**config.mk**
```make
export PLATFORM = sky130hd
export DESIGN_NAME = uart_rx_status
export DESIGN_NICKNAME = d
export VERILOG_FILES = /design/src/rtl/uart_rx_pkg.sv /design/src/rtl/uart_rx_ctrl.sv /design/src/rtl/uart_rx_datapath.sv /design/src/rtl/uart_rx_status.sv
export SDC_FILE = /design/constraint.sdc
export NUM_CORES = 1
export LEC_CHECK = 0
export ABC_AREA = 1
export CAP_MARGIN = 0
export CELL_PAD_IN_SITES_DETAIL_PLACEMENT = 2
export CELL_PAD_IN_SITES_GLOBAL_PLACEMENT = 2
export CORE_ASPECT_RATIO = 0.9
export CORE_MARGIN = 2
export CORE_UTILIZATION = 41
export CTS_CLUSTER_DIAMETER = 30
export CTS_CLUSTER_SIZE = 28
export DETAILED_ROUTE_END_ITERATION = 10
export PLACE_DENSITY = 0.86
export SLEW_MARGIN = 20
export SYNTH_ARGS = -nofsm -noshare
export SYNTH_HDL_FRONTEND = slang
export SYNTH_SLANG_ARGS = --single-unit
```
**constraint.sdc**
```tcl
create_clock -name clk -period 2.7 [get_ports clk]
set_clock_uncertainty 0.1 [all_clocks]
set_input_delay 0.27 -clock clk [delete_from_list [all_inputs] [get_ports clk]]
set_output_delay 0.27 -clock clk [all_outputs]
set_load 0.05 [all_outputs]
```
**src/rtl/uart_rx_pkg.sv**
```systemverilog
`timescale 1ns/1ps
package uart_rx_pkg;

  localparam int MIN_BITS = 5;
  localparam int LEN_W    = 2;

  typedef enum logic [2:0] {
    ST_IDLE,
    ST_START,
    ST_DATA,
    ST_PARITY,
    ST_STOP
  } rx_state_e;

  // strobes from control to datapath, one cycle each
  typedef struct packed {
    logic shiftEn;
    logic shiftBit;
    logic charDone;
    logic peTag;
    logic feTag;
    logic store;
    logic overwrite;
    logic pop;
    logic clrHeadTags;
  } rx_strobe_t;

endpackage

```
**src/rtl/uart_rx_ctrl.sv**
```systemverilog
`timescale 1ns/1ps
module uart_rx_ctrl
  import uart_rx_pkg::*;
#(
  parameter int OVERSAMPLE = 16
) (
  input  logic             clk,
  input  logic             rstN,
  input  logic             tick16,
  input  logic             serialIn,
  input  logic             fifoEn,
  input  logic [LEN_W-1:0] wordLen,
  input  logic             parityEn,
  input  logic             evenParity,
  input  logic             rdEn,
  input  logic             rdAddr,
  input  logic             fifoFull,
  input  logic             fifoEmpty,
  input  logic             headPe,
  input  logic             headFe,
  output rx_strobe_t       strobe,
  output logic [7:0]       statusWord
);

  localparam int CNT_W = $clog2(OVERSAMPLE);
  localparam logic [CNT_W-1:0] MID_CNT  = CNT_W'(OVERSAMPLE / 2 - 1);
  localparam logic [CNT_W-1:0] LAST_CNT = CNT_W'(OVERSAMPLE - 1);

  rx_state_e        state;
  logic [CNT_W-1:0] tickCnt;
  logic [2:0]       bitIdx;
  logic             parAcc;
  logic             parErr;
  logic             oeFlag;
  logic             peSticky;
  logic             feSticky;

  logic lastBit;
  logic sampleNow;
  logic statusRd;
  logic canStore;
  logic overrun;

  assign lastBit   = (bitIdx == (3'(wordLen) + 3'(MIN_BITS - 1)));
  assign sampleNow = tick16 && (tickCnt == LAST_CNT);
  assign statusRd  = rdEn && rdAddr;

  // bit framing state machine
  always_ff @(posedge clk or negedge rstN) begin
    if (!rstN) begin
      state   <= ST_IDLE;
      tickCnt <= '0;
      bitIdx  <= '0;
      parAcc  <= 1'b0;
      parErr  <= 1'b0;
    end else if (tick16) begin
      case (state)
        ST_IDLE: begin
          if (!serialIn) begin
            state   <= ST_START;
            tickCnt <= '0;
          end
        end
        ST_START: begin
          if (tickCnt == MID_CNT) begin
            tickCnt <= '0;
            bitIdx  <= '0;
            parAcc  <= 1'b0;
            parErr  <= 1'b0;
            state   <= serialIn ? ST_IDLE : ST_DATA;
          end else begin
            tickCnt <= tickCnt + 1'b1;
          end
        end
        default: begin
          if (tickCnt == LAST_CNT) begin
            tickCnt <= '0;
            case (state)
              ST_DATA: begin
                parAcc <= parAcc ^ serialIn;
                if (lastBit) state <= parityEn ? ST_PARITY : ST_STOP;
                else         bitIdx <= bitIdx + 1'b1;
              end
              ST_PARITY: begin
                parErr <= parAcc ^ serialIn ^ ~evenParity;
                state  <= ST_STOP;
              end
              default: state <= ST_IDLE;
            endcase
          end else begin
            tickCnt <= tickCnt + 1'b1;
          end
        end
      endcase
    end
  end

  // strobe generation
  always_comb begin
    strobe             = '0;
    strobe.shiftEn     = (state == ST_DATA) && sampleNow;
    strobe.shiftBit    = serialIn;
    strobe.charDone    = (state == ST_STOP) && sampleNow;
    strobe.feTag       = !serialIn;
    strobe.peTag       = parityEn && parErr;
    strobe.pop         = rdEn && !rdAddr && !fifoEmpty;
    strobe.clrHeadTags = statusRd && fifoEn;
    strobe.store       = strobe.charDone && canStore;
    strobe.overwrite   = strobe.charDone && !canStore && !fifoEn;
  end

  assign canStore = !fifoFull || strobe.pop;
  assign overrun  = strobe.charDone && !canStore;

  // line status flags
  always_ff @(posedge clk or negedge rstN) begin
    if (!rstN) begin
      oeFlag   <= 1'b0;
      peSticky <= 1'b0;
      feSticky <= 1'b0;
    end else begin
      if (overrun)       oeFlag <= 1'b1;
      else if (statusRd) oeFlag <= 1'b0;

      if (strobe.charDone && !fifoEn && strobe.peTag) peSticky <= 1'b1;
      else if (statusRd)                                peSticky <= 1'b0;

      if (strobe.charDone && !fifoEn && strobe.feTag) feSticky <= 1'b1;
      else if (statusRd)                                feSticky <= 1'b0;
    end
  end

  assign statusWord = {4'b0000,
                       fifoEn ? headFe : feSticky,
                       fifoEn ? headPe : peSticky,
                       oeFlag,
                       !fifoEmpty};


  start_glitch_chk: assert property (@(posedge clk) disable iff (!rstN)
    (state == ST_START && tick16 && tickCnt == MID_CNT && serialIn) |=> (state == ST_IDLE));


  overrun_set_chk: assert property (@(posedge clk) disable iff (!rstN)
    (strobe.charDone && fifoFull && !strobe.pop) |=> oeFlag);


  oe_clear_chk: assert property (@(posedge clk) disable iff (!rstN)
    (statusRd && !strobe.charDone) |=> !oeFlag);

endmodule

```
**src/rtl/uart_rx_datapath.sv**
```systemverilog
`timescale 1ns/1ps
module uart_rx_datapath
  import uart_rx_pkg::*;
#(
  parameter int DEPTH  = 16,
  parameter int DATA_W = 8
) (
  input  logic              clk,
  input  logic              rstN,
  input  logic              fifoEn,
  input  logic [LEN_W-1:0]  wordLen,
  input  rx_strobe_t        strobe,
  output logic              fifoFull,
  output logic              fifoEmpty,
  output logic              headPe,
  output logic              headFe,
  output logic [DATA_W-1:0] headData
);

  localparam int PTR_W    = $clog2(DEPTH);
  localparam int CNT_W    = PTR_W + 1;
  localparam int LEN_SPAN = DATA_W - MIN_BITS;
  localparam int SH_W     = $clog2(DATA_W);

  logic [DATA_W-1:0] shiftReg;
  logic [DATA_W-1:0] alignedData;
  logic [SH_W-1:0]   shiftAmt;

  logic [DATA_W-1:0] dataMem [DEPTH];
  logic [DEPTH-1:0]  peVec;
  logic [DEPTH-1:0]  feVec;
  logic [PTR_W-1:0]  rdPtr;
  logic [PTR_W-1:0]  wrPtr;
  logic [CNT_W-1:0]  count;
  logic [CNT_W-1:0]  capacity;
  logic [PTR_W-1:0]  writeIdx;
  logic              writeEn;

  // serial-to-parallel, LSB first, aligned at the end of the character
  always_ff @(posedge clk or negedge rstN) begin
    if (!rstN)              shiftReg <= '0;
    else if (strobe.shiftEn) shiftReg <= {strobe.shiftBit, shiftReg[DATA_W-1:1]};
  end

  assign shiftAmt    = SH_W'(LEN_SPAN) - SH_W'(wordLen);
  assign alignedData = shiftReg >> shiftAmt;

  function automatic logic [PTR_W-1:0] nextPtr(input logic [PTR_W-1:0] p);
    return (p == PTR_W'(DEPTH - 1)) ? '0 : p + 1'b1;
  endfunction

  assign capacity  = fifoEn ? CNT_W'(DEPTH) : CNT_W'(1);
  assign fifoFull  = (count >= capacity);
  assign fifoEmpty = (count == '0);
  assign writeEn   = strobe.store || strobe.overwrite;
  assign writeIdx  = strobe.overwrite ? rdPtr : wrPtr;

  always_ff @(posedge clk or negedge rstN) begin
    if (!rstN) begin
      rdPtr <= '0;
      wrPtr <= '0;
      count <= '0;
    end else begin
      if (strobe.store) wrPtr <= nextPtr(wrPtr);
      if (strobe.pop)   rdPtr <= nextPtr(rdPtr);
      count <= count + CNT_W'(strobe.store) - CNT_W'(strobe.pop);
    end
  end

  always_ff @(posedge clk) begin
    if (writeEn) dataMem[writeIdx] <= alignedData;
  end

  // per-entry error tags
  for (genvar e = 0; e < DEPTH; e++) begin : g_tag
    logic peQ;
    logic feQ;
    always_ff @(posedge clk or negedge rstN) begin
      if (!rstN) begin
        peQ <= 1'b0;
        feQ <= 1'b0;
      end else if (writeEn && writeIdx == PTR_W'(e)) begin
        peQ <= strobe.peTag;
        feQ <= strobe.feTag;
      end else if (strobe.clrHeadTags && !fifoEmpty && rdPtr == PTR_W'(e)) begin
        peQ <= 1'b0;
        feQ <= 1'b0;
      end
    end
    assign peVec[e] = peQ;
    assign feVec[e] = feQ;
  end

  assign headData = dataMem[rdPtr];
  assign headPe   = !fifoEmpty && peVec[rdPtr];
  assign headFe   = !fifoEmpty && feVec[rdPtr];


  no_overflow_chk: assert property (@(posedge clk) disable iff (!rstN)
    count <= CNT_W'(DEPTH));


  drop_keeps_count_chk: assert property (@(posedge clk) disable iff (!rstN)
    (fifoEn && strobe.charDone && fifoFull && !strobe.pop) |=> $stable(count));


  store_not_empty_chk: assert property (@(posedge clk) disable iff (!rstN)
    strobe.store |=> !fifoEmpty);

endmodule

```
**src/rtl/uart_rx_status.sv**
```systemverilog
`timescale 1ns/1ps
module uart_rx_status
  import uart_rx_pkg::*;
#(
  parameter int DEPTH      = 16,
  parameter int OVERSAMPLE = 16
) (
  input  logic       clk,
  input  logic       rstN,
  input  logic       tick16,
  input  logic       serialIn,
  input  logic       fifoEn,
  input  logic [1:0] wordLen,
  input  logic       parityEn,
  input  logic       evenParity,
  input  logic       rdEn,
  input  logic       rdAddr,
  output logic [7:0] rdData
);

  rx_strobe_t strobe;
  logic       fifoFull;
  logic       fifoEmpty;
  logic       headPe;
  logic       headFe;
  logic [7:0] headData;
  logic [7:0] statusWord;

  uart_rx_ctrl #(.OVERSAMPLE(OVERSAMPLE)) u_ctrl (
    .clk        (clk),
    .rstN       (rstN),
    .tick16     (tick16),
    .serialIn   (serialIn),
    .fifoEn     (fifoEn),
    .wordLen    (wordLen),
    .parityEn   (parityEn),
    .evenParity (evenParity),
    .rdEn       (rdEn),
    .rdAddr     (rdAddr),
    .fifoFull   (fifoFull),
    .fifoEmpty  (fifoEmpty),
    .headPe     (headPe),
    .headFe     (headFe),
    .strobe     (strobe),
    .statusWord (statusWord)
  );

  uart_rx_datapath #(.DEPTH(DEPTH), .DATA_W(8)) u_datapath (
    .clk       (clk),
    .rstN      (rstN),
    .fifoEn    (fifoEn),
    .wordLen   (wordLen),
    .strobe    (strobe),
    .fifoFull  (fifoFull),
    .fifoEmpty (fifoEmpty),
    .headPe    (headPe),
    .headFe    (headFe),
    .headData  (headData)
  );

  assign rdData = rdAddr ? statusWord : (fifoEmpty ? 8'h00 : headData);

endmodule

```
==> Word level (Yosys, flattened, before mapping) <==
Memory sizes are Yosys's and may differ from the RTL's.
Cells that the tools add are included.
{ "op_classes": {"n_shift": 1, "n_eq_ne": 42, "bitwise_logic": 4, "magnitude_cmp": 2, "reduce_logical": 89, "muxes": 90, "add_sub_neg": 8} }
{ "op_table": {"columns": ["operator", "count"], "rows": [
  ["4-bit == test, second input constant", 18],
  ["1-bit 2-to-1 mux", 63],
  ["1-bit logical AND", 49],
  ["2-bit nonzero test", 22],
  ["4-bit by 3-bit == test with 1-bit output, second input constant", 9],
  ["3-bit 2-to-1 mux", 9],
  ["4-bit 2-to-1 mux", 6],
  ["3-bit case mux with 2 select lines", 3],
  ["4-bit by 2-bit == test with 1-bit output, second input constant", 4],
  ["8-bit 2-to-1 mux", 2],
  ["5-bit AND reduction", 3],
  ["4-bit by 1-bit adder with 4-bit output, second input constant", 3],
  ["1-bit binary-select mux with 4-bit select", 2],
  ["4-bit by 1-bit == test with 1-bit output, second input constant", 2],
  ["4-bit zero test", 2],
  ["4-bit case mux with 2 select lines", 1],
  ["8-bit by 3-bit right shift with 8-bit output", 1],
  ["3-bit by 2-bit == test with 1-bit output, second input constant", 2],
  ["1-bit zero test", 6],
  ["6-bit AND reduction", 1],
  ["5-bit by 1-bit adder with 5-bit output", 1],
  ["5-bit greater-or-equal comparator", 1],
  ["5-bit zero test", 1],
  ["4-bit by 5-bit < comparator with 1-bit output, second input constant", 1],
  ["other kinds (19)", 24]
]} }
{ "totals": {"in_bits": 11, "register_bits": 68, "mem_bits_rw": 128, "mem_count": 1, "wordCells": 281, "output_inout_bits": 8} }
{ "memory_table": {"columns": ["memory", "words", "width", "rd", "rd_ports_with_merged_regs", "write_ports", "line_no", "text"], "rows": [
  ["u_datapath.dataMem", 16, 8, 1, 0, 1, "uart_rx_datapath.sv:29", "logic [DATA_W-1:0] dataMem [DEPTH];"]
]} }

==> Logic depth before layout (Yosys ltp) <==
{ "logic_depth": {"word_depth": 11, "ltp_mapped": 17, "mapped_depth_nobuf": 16} }

==> Modules after synthesis <==
From an unflattened synthesis, not the netlist that was laid out.
{ "unflattened": {"hier_cells": 1071, "area_unflattened_um2": 9541.7} }
{ "by_module_without_submodules": {"columns": ["module", "seq_area_each_um2", "n_inst", "area_per_inst_um2", "cells_each"], "rows": [
  ["uart_rx_datapath", 5170.0, 1, 8343.0, 894],
  ["uart_rx_ctrl", 375.4, 1, 1077.3, 151],
  ["uart_rx_status", 0.0, 1, 121.4, 26]
]} }

==> Worst setup path after synthesis <==
Ideal clock, no wire load.
{ "synth_timing": {"path_kind": "reg2out", "start": "register u_datapath.rdPtr[0]", "end": "output port rdData[6]", "path_slack_ns": 0.043, "required_ns": 2.330, "path_stages_with_launch": 8, "n_path_buf": 2, "arrival_time_ns": 2.287, "path_cell_list": "dfrtp_1 inv_2 clkbuf_1 clkbuf_1 nor2_1 o22ai_1 nand2_1 a41oi_1"} }
{ "synth_via": {"elab_chain_cells": 3} }
{ "synth_rtl": {"columns": ["item", "line_no", "text"], "rows": [
  ["start: declaration", "uart_rx_datapath.sv:32", "logic [PTR_W-1:0] rdPtr;"],
  ["start signal: assignment", "uart_rx_datapath.sv:65", "if (strobe.pop) rdPtr <= nextPtr(rdPtr);"],
  ["memory 16 x 8 bit", null, null],
  ["8-bit 2-to-1 mux (2 in a row)", "uart_rx_status.sv:61", "assign rdData = rdAddr ? statusWord : (fifoEmpty ? 8'h00 : headData);"],
  ["end: declaration", "uart_rx_status.sv:18", "output logic [7:0] rdData"]
]} }
Every way passes these cells.

==> Worst setup path in the final report <==
{ "layout_timing": {"start": "register u_datapath.rdPtr[0]", "end": "output port rdData[1]"} }
The elaborated chain is that of the path after synthesis.

==> impl_metrics.tcl <==
set metrics [dict create \
    status "complete, but fails checks" \
    violations "negative setup slack" \
    total_power_mw 12.0 \
    drt_wl_total_mm 46.3 \
    ys.flop_type "edfxtp_1" \
    grt_use_met2 0.616 \
    cts_tree "built" \
    finalWorstSetupSlack_ns -0.448 \
    hp-class "in -> async" \
    cap_viol_max_count 0 \
    pin_count 19 \
    slew_violations 0 \
    grt_first_pass_wirelength_mm 61.1 \
    num-nets-final 1089 \
    reg2reg_to "u_datapath.dataMem[14][6]" \
    die_x_microns 163 \
    globalRouteMet1Util 0.416 \
    r2r_start "u_datapath.count[2]" \
    path_class "reg -> out" \
    synth_fp_nets 945 \
    synthArstFlopShare 0.347 \
    cp_common_cell "nand2_1" \
    crit_cells 9 \
    grtUsageMet3 0.0700 \
    crit_chain "inv_8 -> buf_12 -> o21ai_0 -> o22ai_2 -> nand2_1 -> nand2_2 -> o21ai_2 -> nand2_1 -> buf_4" \
    antenna_found_initial 0 \
    syn_to_final_growth_pct 32.6 \
    yosys_warnings 0 \
    tightest_slew_ns 0.805 \
    worstPathMaxFanout 27 \
    holdWs_ns 0.253 \
    busiest_layer "met2" \
    reg2reg_slack_ns -0.09 \
    clock.fmax_mhz 318 \
    cp-start-kind "register" \
    maxSlewHeadroom 0.462 \
    fin_crit_sh 1.17 \
    drtAntennaViolNets 0 \
    start_util 0.416 \
    critPathLaunch "u_datapath.rdPtr[0]" \
    die_h_microns 147 \
    portBuffers 18 \
    ys_ff_latch 196 \
    dp_hpwl_mm 23.9 \
    dr.pass1.iters 7 \
    worstSetupEndpointType "primary output" \
    rows 52 \
    cts_root_buf "clkbuf_16" \
    finalSetupTns_ns -6.37 \
    synth_cells 916 \
    clock-sinks 196 \
    synth_cell_types 42 \
    endpoint "rdData[1]" \
    insertion_delay_ns 0.49 \
    path_clk_slew_ns 0.09 \
    grt_setup_unrepaired "yes" \
    cp_top_family "compound AO/OA/AOI/OAI gates" \
    synth_edf_count 128 \
    cp.buffers_inverters 3 \
    hold_viol 0 \
    drive_above_1_share 0.317 \
    cts_inserted_buffers 17 \
    ir_drop_v 0.000808 \
    die_area_sq_mm 0.0239 \
    syn_area_sq_mm 0.00931 \
    critPathArrivalTime_ns 2.78 \
    drc 0 \
    grt_usage 0.358 \
    grt_max_degree 69 \
    routed-via-count 8621 \
    required_ns 2.33 \
    ys_seq_area_frac 0.595 \
    netlist_top_cells_area "edfxtp_1 (41%), dfrtp_1 (18%), o21ai_0 (6.2%), nand2_1 (6.1%), nand3_1 (4.5%)" \
    min_period_ns 3.15 \
    grt_pass1_vias 9218 \
    syn_area_per_cell_sq_um 10.2 \
    cts.path.max_buffers 2 \
    via_per_inst 6.29 \
    crit_slowest_cell "dfrtp_2" \
    reg2reg_depth 15 \
    globalplace.congestion 0.866 \
    synth_top_area_cell "edfxtp_1" \
    p_per_area_mw_per_mm2 972 \
    grt-ovfl-total 0 \
    setup_viol 134 \
    p_leak_nw 5.14 \
    coreArea_sq_mm 0.0224 \
    slowest_delay_ns 0.48 \
    yosysTopAreaCellShare 0.413 \
    wl_per_cell_microns 33.7 \
    drtIter0Drc 915 \
    htreeDepth 4 \
]
## state kept, by name (all words and copies together), names as in the netlist
signal and cells:
u_ctrl.bitIdx 3, u_ctrl.feSticky 1, u_ctrl.oeFlag 1, u_ctrl.parAcc 1
u_ctrl.parErr 1, u_ctrl.peSticky 1, u_ctrl.state 3, u_ctrl.tickCnt 4
u_datapath.count 5, u_datapath.dataMem 128, u_datapath.g_tag.feQ 16, u_datapath.g_tag.peQ 16
u_datapath.rdPtr 4, u_datapath.shiftReg 8, u_datapath.wrPtr 4
## report_power, final
| group | internal (mW) | leakage (nW) | switching (mW) |
|---|---|---|---|
| Sequential | 3.38 | 2.08 | 0.227 |
| Clock | 1.26 | 0.295 | 1.50 |
| Combinational | 2.05 | 2.76 | 3.59 |
| Total | 6.69 | 5.14 | 5.32 |
## how the worst min path moves through the flow
| stage | startpoint | end | cells past startpoint |
|---|---|---|---|
| floorplan | rstN | u_ctrl.bitIdx[0] | 0 |
| global placement | rstN | u_ctrl.tickCnt[1] | 2 |
| detailed placement | rstN | u_ctrl.tickCnt[0] | 2 |
| CTS | rstN | u_ctrl.tickCnt[1] | 3 |
| global route | rstN | u_ctrl.tickCnt[1] | 3 |
| finish | rstN | u_datapath.g_tag[0].peQ | 3 |
## metal layers
layer  part of all wire  vias to the layer above
li1                   -                     3468
met1               0.37                     4441
met2               0.50                      538
met3              0.069                      174
met4              0.064                        0
met5                  0                        -
## worst register-to-register path: cells and delay by family (launching register included)
family	cells	cell delay, ns
adder cells (fa/ha/maj)	1	0.16
flip-flops	1	0.42
buffers and inverters	5	0.61
AND/OR/NAND/NOR	9	1.20
## repair_timing
item	in CTS	in global routing
pin swaps	21	48
setup buffers	24	26
hold buffers	1	0
setup endpoints to repair	140	170
hold endpoints to repair	68	0
cloned	5	5
gates resized for setup	68	120
## synthesized netlist by cell type, types with 2 or more instances
cell type and count:
nand2_2 9, nor3_1 5, nand2_1 152, nand3_1 84, buf_6 5, ha_1 17, o21ai_0 116, xnor2_1 3
dfrtp_1 68, nand3_4 2, inv_1 66, xor2_1 6, inv_2 2, nor2_2 5, or2_2 2, nor2_4 7
clkbuf_1 29, o22ai_1 45, buf_8 3, buf_2 2, nor2_1 103, edfxtp_1 128, a41oi_1 5, o21ai_4 4
a21oi_1 11, mux2i_1 3, nand2_4 13, a21boi_0 2, nand4_1 5, clkinv_1 2
## layout by cell type, fill, tap and decap left out, types with 14 or more instances in the layout
master     netlist  final
o21ai_1          0     16
o21ai_0        116     92
o22ai_2          0     17
nand3_1         84     80
dfrtp_1         68     64
o22ai_1         45     28
edfxtp_1       128    128
buf_12           1     28
inv_2            2     18
clkbuf_16        0     22
buf_4            1    105
inv_1           66     39
buf_6            5     14
nand2_2          9     24
nand2_1        152    132
nor2_1         103     94
nand2_4         13     18
## layout make-up
cell class | instances | area, sq um
fill | 2192 | 10000
sequential | 196 | 5550
multi-input combinational | 609 | 3690
timing repair buffer | 166 | 1820
clock buffer | 17 | 425
tap | 297 | 372
inverter | 70 | 313
clock inverter | 15 | 180
antenna | 1 | 2.50
## cell families (layout without fill, tap and decap cells)
kind of cell,count (synthesis),count (layout),synth area share
XOR/XNOR,9,9,0.00846
AO/OA/AOI/OAI,189,189,0.117
flip-flops,196,196,0.595
multiplexers,3,3,0.00322
adder cells (fa/ha/maj),18,18,0.0250
other,0,1,0
AND/OR/NAND/NOR,389,390,0.196
buffers and inverters,112,268,0.0552
## metrics by stage
| step | utilization | setup WS (ns) | std cells | instance area, sq um |
|---|---|---|---|---|
| final | 0.552 | -0.448 | 1371 | 12400 |
| after global routing | 0.552 | -0.350 | 1370 | 12300 |
| after CTS | 0.525 | -0.0622 | 1345 | 11800 |
| after detailed placement | 0.475 | -0.638 | 1283 | 10600 |
| after global placement | 0.475 | -0.355 | 1283 | 10600 |
| after floorplan | - | 0.0428 | 916 | 9310 |
Power figures use the tool's default switching activity.
